`src/rtl/uart_rx_pkg.sv`:
```
package uart_rx_pkg;

    localparam int RX_DATA_W = 8;

    typedef enum logic [2:0] {
        RX_IDLE,
        RX_START,
        RX_DATA,
        RX_NINTH,
        RX_STOP,
        RX_WAITHI
    } rx_state_t;

    typedef struct packed {
        logic                 ferr;
        logic                 b9;
        logic [RX_DATA_W-1:0] data;
    } rx_entry_t;

endpackage

```
`src/rtl/uart_rx_fsm.sv`:
```
module uart_rx_fsm
    import uart_rx_pkg::*;
#(
    parameter int OVS    = 16,
    parameter int DATA_W = RX_DATA_W
) (
    input  logic              clk,
    input  logic              rst_n,
    input  logic              en,
    input  logic              tick,
    input  logic              rxd,
    input  logic              frame9,
    output logic              done,
    output logic [DATA_W-1:0] data_o,
    output logic              bit9_o,
    output logic              ferr_o
);

    localparam int CNT_W = (OVS > 2) ? $clog2(OVS) : 1;
    localparam int IDX_W = $clog2(DATA_W + 1);
    localparam logic [CNT_W-1:0] HALF_M1 = CNT_W'(OVS / 2 - 1);
    localparam logic [CNT_W-1:0] LAST    = CNT_W'(OVS - 1);
    localparam logic [IDX_W-1:0] IDX_END = IDX_W'(DATA_W - 1);

    rx_state_t         state, nxt;
    logic [CNT_W-1:0]  cnt;
    logic [IDX_W-1:0]  idx;
    logic [DATA_W-1:0] sh;
    logic              b9;
    logic              centre;

    assign centre = tick && (cnt == LAST);

    // next state
    always_comb begin
        nxt = state;
        unique case (state)
            RX_IDLE:   if (tick && !rxd) nxt = RX_START;
            RX_START:  if (tick && cnt == HALF_M1) nxt = rxd ? RX_IDLE : RX_DATA;
            RX_DATA:   if (centre && idx == IDX_END) nxt = frame9 ? RX_NINTH : RX_STOP;
            RX_NINTH:  if (centre) nxt = RX_STOP;
            RX_STOP:   if (centre) nxt = rxd ? RX_IDLE : RX_WAITHI;
            RX_WAITHI: if (rxd) nxt = RX_IDLE;
            default:   nxt = RX_IDLE;
        endcase
        if (!en) nxt = RX_IDLE;
    end

    // state register
    always_ff @(posedge clk or negedge rst_n) begin
        if (!rst_n) state <= RX_IDLE;
        else        state <= nxt;
    end

    // bit timing and shift datapath
    always_ff @(posedge clk or negedge rst_n) begin
        if (!rst_n) begin
            cnt <= '0;
            idx <= '0;
            sh  <= '0;
            b9  <= 1'b0;
        end else if (!en || state != nxt) begin
            cnt <= '0;
            if (state == RX_IDLE) b9 <= 1'b0;
            if (state == RX_START) idx <= '0;
            if (state == RX_DATA && centre) sh <= {rxd, sh[DATA_W-1:1]};
            if (state == RX_NINTH && centre) b9 <= rxd;
        end else if (tick && state != RX_IDLE && state != RX_WAITHI) begin
            cnt <= (cnt == LAST) ? '0 : cnt + 1'b1;
            if (state == RX_DATA && centre) begin
                sh  <= {rxd, sh[DATA_W-1:1]};
                idx <= idx + 1'b1;
            end
        end
    end

    // frame outputs
    always_ff @(posedge clk or negedge rst_n) begin
        if (!rst_n) begin
            done   <= 1'b0;
            data_o <= '0;
            bit9_o <= 1'b0;
            ferr_o <= 1'b0;
        end else begin
            done <= 1'b0;
            if (en && state == RX_STOP && centre) begin
                done   <= 1'b1;
                data_o <= sh;
                bit9_o <= b9;
                ferr_o <= !rxd;
            end
        end
    end

    // a disabled receiver is parked in IDLE on the next cycle
    assert_idle_when_off_R2: assert property (@(posedge clk) disable iff (!rst_n)
        !en |=> (state == RX_IDLE));

    // the bit index never runs past the data width while shifting
    assert_bitidx_range_R3: assert property (@(posedge clk) disable iff (!rst_n)
        (state == RX_DATA) |-> (idx < IDX_W'(DATA_W)));

    // an eight-bit frame never reports a ninth bit
    assert_no_bit9_8bit_R6: assert property (@(posedge clk) disable iff (!rst_n)
        (state == RX_STOP && !frame9 && $stable(frame9)) |-> !b9);

endmodule

```
`src/rtl/uart_rx_fifo.sv`:
```
module uart_rx_fifo
    import uart_rx_pkg::*;
#(
    parameter int DEPTH = 2
) (
    input  logic      clk,
    input  logic      rst_n,
    input  logic      clr,
    input  logic      wr,
    input  rx_entry_t wdata,
    input  logic      rd,
    output rx_entry_t head,
    output logic      empty,
    output logic      full
);

    localparam int PTR_W = (DEPTH > 1) ? $clog2(DEPTH) : 1;
    localparam int LVL_W = $clog2(DEPTH + 1);
    localparam logic [PTR_W-1:0] PTR_MAX = PTR_W'(DEPTH - 1);

    rx_entry_t        mem [DEPTH];
    logic [PTR_W-1:0] wp, rp;
    logic [LVL_W-1:0] lvl;
    logic             do_wr, do_rd;

    assign empty = (lvl == '0);
    assign full  = (lvl == LVL_W'(DEPTH));
    assign do_rd = rd && !empty;
    assign do_wr = wr && (!full || do_rd);
    assign head  = mem[rp];

    always_ff @(posedge clk or negedge rst_n) begin
        if (!rst_n) begin
            wp  <= '0;
            rp  <= '0;
            lvl <= '0;
        end else if (clr) begin
            wp  <= '0;
            rp  <= '0;
            lvl <= '0;
        end else begin
            if (do_wr) wp <= (wp == PTR_MAX) ? '0 : wp + 1'b1;
            if (do_rd) rp <= (rp == PTR_MAX) ? '0 : rp + 1'b1;
            if (do_wr && !do_rd) lvl <= lvl + 1'b1;
            else if (do_rd && !do_wr) lvl <= lvl - 1'b1;
        end
    end

    for (genvar g = 0; g < DEPTH; g++) begin : g_slot
        always_ff @(posedge clk or negedge rst_n) begin
            if (!rst_n) mem[g] <= '0;
            else if (do_wr && !clr && wp == PTR_W'(g)) mem[g] <= wdata;
        end
    end

    // the level never exceeds the depth
    assert_level_bound_R9: assert property (@(posedge clk) disable iff (!rst_n)
        lvl <= LVL_W'(DEPTH));

    // the control logic never writes into a full queue that is not being read
    assert_no_overflow_R10: assert property (@(posedge clk) disable iff (!rst_n)
        (wr && full) |-> rd);

endmodule

```
`src/rtl/uart_rx_gate.sv`:
```
module uart_rx_gate (
    input  logic clk,
    input  logic rst_n,
    input  logic port_en,
    input  logic rx_en,
    input  logic frame9,
    input  logic addr_det,
    input  logic done,
    input  logic bit9,
    input  logic full,
    input  logic rd,
    output logic push,
    output logic overrun
);

    logic keep;

    assign keep = done && (!frame9 || !addr_det || bit9);
    assign push = keep && !overrun && (!full || rd);

    always_ff @(posedge clk or negedge rst_n) begin
        if (!rst_n)                  overrun <= 1'b0;
        else if (!port_en || !rx_en) overrun <= 1'b0;
        else if (keep && full && !rd) overrun <= 1'b1;
    end

    // overrun stays set while both enables stay high
    assert_overrun_sticky_R11: assert property (@(posedge clk) disable iff (!rst_n)
        (overrun && port_en && rx_en) |=> overrun);

    // nothing enters the queue while overrun is set
    assert_no_push_overrun_R10: assert property (@(posedge clk) disable iff (!rst_n)
        overrun |-> !push);

endmodule

```
`src/rtl/uart_addr_rx.sv`:
```
module uart_addr_rx
    import uart_rx_pkg::*;
#(
    parameter int OVS   = 16,
    parameter int DEPTH = 2
) (
    input  logic                 clk,
    input  logic                 rst_n,
    input  logic                 port_en,
    input  logic                 rx_en,
    input  logic                 frame9,
    input  logic                 addr_det,
    input  logic                 tick,
    input  logic                 rxd,
    input  logic                 rd_strobe,
    output logic [RX_DATA_W-1:0] rd_data,
    output logic                 rd_bit9,
    output logic                 frame_err,
    output logic                 overrun,
    output logic                 irq
);

    logic                 en, done, f_b9, f_ferr, push, empty, full, rd;
    logic [RX_DATA_W-1:0] f_data;
    rx_entry_t            wentry, head;

    assign en = port_en && rx_en;
    assign rd = rd_strobe && port_en && !empty;

    uart_rx_fsm #(.OVS(OVS), .DATA_W(RX_DATA_W)) u_fsm (
        .clk(clk), .rst_n(rst_n), .en(en), .tick(tick), .rxd(rxd),
        .frame9(frame9), .done(done), .data_o(f_data), .bit9_o(f_b9),
        .ferr_o(f_ferr)
    );

    uart_rx_gate u_gate (
        .clk(clk), .rst_n(rst_n), .port_en(port_en), .rx_en(rx_en),
        .frame9(frame9), .addr_det(addr_det), .done(done), .bit9(f_b9),
        .full(full), .rd(rd), .push(push), .overrun(overrun)
    );

    assign wentry = '{ferr: f_ferr, b9: f_b9, data: f_data};

    uart_rx_fifo #(.DEPTH(DEPTH)) u_fifo (
        .clk(clk), .rst_n(rst_n), .clr(!port_en), .wr(push), .wdata(wentry),
        .rd(rd), .head(head), .empty(empty), .full(full)
    );

    always_comb begin
        irq       = !empty;
        rd_data   = empty ? '0 : head.data;
        rd_bit9   = !empty && head.b9;
        frame_err = !empty && head.ferr;
    end

    // a disabled port shows no request and no overrun
    assert_port_off_R1: assert property (@(posedge clk) disable iff (!rst_n)
        !port_en |=> (!irq && !overrun));

    // head outputs are quiet when no request is raised
    assert_quiet_when_empty_R9: assert property (@(posedge clk) disable iff (!rst_n)
        !irq |-> (!frame_err && !rd_bit9 && rd_data == '0));

endmodule

```
`config.mk`:
```
export PLATFORM = sky130hd
export DESIGN_NAME = uart_addr_rx
export DESIGN_NICKNAME = d
export VERILOG_FILES = /design/src/rtl/uart_rx_pkg.sv /design/src/rtl/uart_rx_fsm.sv /design/src/rtl/uart_rx_fifo.sv /design/src/rtl/uart_rx_gate.sv /design/src/rtl/uart_addr_rx.sv
export SDC_FILE = /design/constraint.sdc
export NUM_CORES = 1
export LEC_CHECK = 0
export ABC_AREA = 0
export BUFFER_PORTS_ARGS = -buffer_cell sky130_fd_sc_hd__buf_2
export CAP_MARGIN = 20
export CORE_MARGIN = 2
export CORE_UTILIZATION = 55
export DETAILED_ROUTE_END_ITERATION = 10
export HOLD_SLACK_MARGIN = 0.02
export PLACE_DENSITY = 0.75
export SLEW_MARGIN = 20
export SYNTH_ARGS = -nofsm -noshare
export SYNTH_HDL_FRONTEND = slang
export SYNTH_SLANG_ARGS = --single-unit
```
`constraint.sdc`:
```
create_clock -name clk -period 2.3 [get_ports clk]
set_input_delay 0.46 -clock clk [delete_from_list [all_inputs] [get_ports clk]]
set_output_delay 0.46 -clock clk [all_outputs]
set_load 0.01 [all_outputs]
```
Word level (Yosys, flattened, before mapping)
Index checks and enable logic that the tools add are counted.
- input port bits: 9
- output and inout bits: 12
- word-level logic and storage cells: 136
- register bits: 56
- reductions and logical operators: 54
- bitwise logic cells: 2
- $lt $le $gt $ge: 1
- equal/unequal tests: 15
- add/sub/neg operators: 6
- muxes and demuxes: 39
- operators by type and width (kind ; count):
    $mux 8 ; 4
    $mux 10 ; 3
    $mux 4 ; 7
    $logic_and 1x1->1 ; 27
    $mux 3 ; 9
    $pmux 3 s6 ; 1
    $logic_not 1->1 ; 12
    $mux 1 ; 11
    $add 4x1->4 const B ; 2
    $eq 4x3->1 const B ; 2
    $mux 2 ; 4
    $reduce_bool 2->1 ; 4
    $eq 3x2->1 const B ; 2
    $eq 3x3->1 const B ; 2
    $logic_or 1x1->1 ; 6
    $eq 4x4->1 const B ; 1
    $ne 2x1->1 const B ; 2
    $eq 3x1->1 const B ; 1
    $logic_not 3->1 ; 1
    $ne 3x1->1 const B ; 1
    $ne 3x3->1 ; 1
    $ne 3x3->1 const B ; 1
    $reduce_and 3->1 ; 1
    $reduce_bool 3->1 ; 1
    other kinds (10) ; 11

Longest topological paths before layout
- depth in word-level cells: 12
- mapped depth: 8
- mapped depth without buffers: 6

Cells and area by module
Synthesis repeated with hierarchy kept, for this count alone.
- cell total of the unflattened synthesis: 252
- area, all modules: 3096.7 µm²
- modules (own cells, without submodules) (module ; area an instance (µm²) ; instances ; cells each ; seq. area each (µm²)):
    uart_rx_fsm ; 1737.9 ; 1 ; 150 ; 775.7
    uart_rx_fifo ; 1136.1 ; 1 ; 79 ; 600.6
    uart_addr_rx ; 132.6 ; 1 ; 15 ; 0.0
    uart_rx_gate ; 90.1 ; 1 ; 8 ; 25.0

Least setup slack after synthesis
Ideal clock, no wire load.
- kind: register to register
- start: register u_fsm.cnt[0]
- end: register u_fsm.idx[0]
- path slack: 0.244 ns
- buffers on the path: 1
- setup time: 0.120 ns
- cell stages (with the launch flop): 8
- data arrival time: 1.936 ns
- clock period less this slack: 2.056 ns
- data required time: 2.180 ns
- path through: dfrtp_1 -> ha_1 -> and4b_4 -> a21bo_1 -> a221o_1 -> or2_1 -> buf_6 -> a31o_1
- cells in the longest elaborated chain, start to end: 10
- elaborated cells between the ends (all ways): 19
- those cells by class: eq/ne (4); mux (7); reduce/logical (8)
- RTL lines (item ; line ; RTL):
    start, declared ; uart_rx_fsm.sv:26 ; logic [CNT_W-1:0] cnt;
    start signal, assigned ; uart_rx_fsm.sv:69 ; cnt <= (cnt == LAST) ? '0 : cnt + 1'b1;
    $eq 4x4->1 ; uart_rx_fsm.sv:32 ; assign centre = tick && (cnt == LAST);
    $logic_and 1x1->1 ; uart_rx_fsm.sv:32 ;
    $logic_and 1x1->1 ; uart_rx_fsm.sv:40 ; RX_DATA: if (centre && idx == IDX_END) nxt = frame9 ? RX_NINTH : RX_STOP;
    $mux 3 ; uart_rx_fsm.sv:40 ;
    $pmux 3 s6 ; uart_rx_fsm.sv:37 ; unique case (state)
    $mux 3 ; uart_rx_fsm.sv:46 ; if (!en) nxt = RX_IDLE;
    $ne 3x3->1 ; uart_rx_fsm.sv:62 ; end else if (!en || state != nxt) begin
    $logic_or 1x1->1 ; uart_rx_fsm.sv:62 ;
    $ne 2x2->1 (no source line) / $reduce_bool 2->1 (equally long branches) ; -- ;
    $reduce_and 3->1 (no source line) ; -- ;
    end signal, assigned ; uart_rx_fsm.sv:72 ; idx <= idx + 1'b1;
    end, declared ; uart_rx_fsm.sv:27 ; logic [IDX_W-1:0] idx;
Parallel ways exist; a longest one is shown, timed or not.
A chain may end at the register's enable or synchronous reset.

Final worst setup path
Same ends and word-level chain as after synthesis.

==> impl_results.md <==
- Cts bufs inserted: 5
- Placement Rows: 25
- Post-synthesis sequential area ratio: 50.20%
- TritonCTS clock tree: built
- Slew headroom: 53.90%
- Setup TNS: 0 ns
- Cell taking the most area after synthesis: dfrtp_1
- Initial drt markers: 127
- GRT Residual Overflow: 0
- Least-Margin Pin Slew: 0.6915 ns
- Fin crit share: 92.77%
- Synth Cell Area: 2791 um2
- Area Overhead vs Synth: 11.65%
- Largest net degree at the start of global routing: 57
- Pwr/cell area: 515.6 nW/um2
- CORE AREA: 4817 um2
- Clock Latency Late Sink: 0.31 ns
- Final #Nets: 315
- Mean post-synth cell area: 10.19 um2
- Wire per inst: 13.79 um
- Syn Nets: 285
- Synth Flop Type: dfrtp_1
- DIE HEIGHT: 75.24 um
- Vias per cell: 5.438
- Crit-path max cell delay: 0.43 ns
- Leakage: 1.489 nW
- Mapped Cells: 274
- CP Class: flip-flop to flip-flop
- Final Setup Violations: 0
- DR vias: 2023
- CP Launch Type: flip-flop
- Achievable frequency: 468.7 MHz
- GP Congestion: 0.9457
- Worst setup EP type: flip-flop
- CTS Sinks: 56
- Final hold vios: 0
- Synth Register Bits: 56
- Clock root cell: clkbuf_8
- Unique masters post-synth: 54
- Iteration count of the initial detailed-routing pass: 4
- Worst EP required: 2.50 ns
- Yosys synthesis warning count: 0
- CP Max Fanout: 7
- Post-layout power: 1.607 mW
- Synth top area cells: dfrtp_1 (50%), nand2_1 (9.0%), mux2_2 (8.1%)
- Yosys top cell area share: 50.20%
- Final WL: 5.129 mm
- Slowest CP cell: dfrtp_1
- Slew Viols, Final: 0
- Post-CTS Hold Buffers: 0
- Die width: 75.24 um
- Outcome: completed
- Design area: 3117 um2
- Initial Util: 57.95%
- Peak VDD IR: 0.0004859 V
- Placed inst area: 2989 um2
- Pre-CTS worst setup slack: 0.1088 ns
- CP Cell Sequence: ha_1 -> and4b_4 -> a21bo_1 -> a221o_1 -> or2_4 -> a31o_1
- Synth cell count leaders: nand2_1 (67), dfrtp_1 (56), mux2_2 (20)
- Post-synth EDFFs: 0
- Post-DRT Antenna Nets: 0
- Fraction of layout cells with a size suffix above 1: 22.95%
- Most common cell in the netlist: nand2_1
- Antenna Cells: 0
- Final worst slack: 0.1664 ns
- DP HPWL: 3.698 mm
- Crit path DAT: 2.33 ns
- CTS clock-pin slew for the worst setup and hold paths: 0.10 ns
- Clock Path Buffers: 2
- Ports: 21
- Antenna violations before repair: 0
- FFs w/ async S/R, synth: 100.0%
- Hold WS: 0.2705 ns
- H-tree depth: 2
- RSZ-0062 raised after global routing: false
- Hold crit path type: input pin to async pin
- Final critical-path required period: 2.134 ns
- Die area: 5661 um2
- Global-route wire length before repair: 8.507 mm
- # DRC: 0
- Vias in the first global route: 1832
- All-layer global routing usage: 19.67%
- Max cap viols: 0
- Buffers added on ports: 20
- Clk_skew: 0.01070 ns
[layout by cell type, fill, tap and decap left out, drive strengths merged, types with 3 or more instances in the layout]
| cell type | synthesis | routed |
|---|---|---|
| nand2 | 67 | 67 |
| dfrtp | 56 | 56 |
| buf | 7 | 33 |
| mux2 | 20 | 20 |
| nor2 | 19 | 19 |
| mux2i | 13 | 13 |
| o21ai | 9 | 9 |
| a21oi | 8 | 8 |
| inv | 5 | 6 |
| clkbuf | 3 | 5 |
| nor3 | 5 | 5 |
| nand3 | 5 | 5 |
| and2 | 4 | 4 |
| nor2b | 4 | 4 |
| a211oi | 4 | 4 |
| xor2 | 4 | 4 |
| nand2b | 3 | 3 |
| a31o | 3 | 3 |
[area by class of cell]
class	instances	area, um2
Inverter	5	18.77
Multi-Input combinational cell	203	1319
Timing Repair Buffer	33	197.7
Fill cell	401	1700
Sequential cell	56	1401
Clock buffer	5	68.82
Clock inverter	3	27.53
Tap cell	67	83.83
[worst max-delay path, delay by kind of cell, from the launching register on]
family	cells	cell delay (ns)
compound gates	3	0.76
simple gates	2	0.54
flops	1	0.43
fa+ha+maj	1	0.29
[registers in the layout, summed over array words and instances, names as in the netlist]
| register | cells |
|---|---|
| u_fsm.idx | 4 |
| u_fsm.b9 | 1 |
| u_fsm.sh | 8 |
| u_gate.overrun | 1 |
| u_fifo.wp | 1 |
| u_fsm.ferr_o | 1 |
| u_fsm.done | 1 |
| u_fifo.mem | 20 |
| u_fsm.bit9_o | 1 |
| u_fifo.rp | 1 |
| u_fsm.cnt | 4 |
| u_fsm.state | 3 |
| u_fifo.lvl | 2 |
| u_fsm.data_o | 8 |
[per-stage QoR]
stage | util [%] | cells
2_1_floorplan | - | 274
3_3_place_gp | 62.05 | 361
3_5_place_dp | 62.05 | 361
4_1_cts | 64.05 | 369
5_1_grt | 64.70 | 372
6_report | 64.70 | 372
[where the power goes]
group / switching [mW] / total, mW / internal, mW / leakage (nW)
clock: 0.330 / 0.554 / 0.224 / 0.0463
sequential: 0.00106 / 0.986 / 0.985 / 0.782
combinational: 0.0467 / 0.0669 / 0.0203 / 0.661
total: 0.378 / 1.61 / 1.23 / 1.49
[layer usage]
layer	part of all wire, %	track usage (%)
met1	49	27.39
met2	46	31.29
met3	4.0	4.016
met4	0.96	6.043
met5	0	0
[cells by family after synthesis]
logic type | count (synthesis) | share of synthesized area (%)
adders and majority gates | 2 | 0.8963
AOI/OAI and AO/OA | 39 | 10.58
and+or+nand+nor | 124 | 21.16
muxes | 33 | 12.73
DFF | 56 | 50.20
xor gates and xnor gates | 5 | 1.569
buffers and inverters | 15 | 2.868
[final timing paths]
path / start / to / slack [ns] / cells after the start
setup reg to reg: u_fsm.cnt[0] / u_fsm.idx[0] / 0.17 / 6
setup / recovery: u_fsm.cnt[0] / u_fsm.idx[0] / 0.17 / 6
max in group asynchronous: rst_n / u_fsm.sh[5] / 1.57 / 2
hold reg to reg: u_fsm.sh[0] / u_fsm.data_o[0] / 0.50 / 2
hold / removal: rst_n / u_fifo.lvl[1] / 0.27 / 2
min in group clk: rxd / u_fsm.sh[7] / 0.46 / 3
[what timing repair did]
action | in CTS | in global routing
endpoints found under the hold margin | 0 | 0
gates resized for setup | 0 | 3
buffers inserted | 0 | 3
endpoints found under the setup margin | 0 | 7
Note: power is estimated with default switching activity, not from simulation.
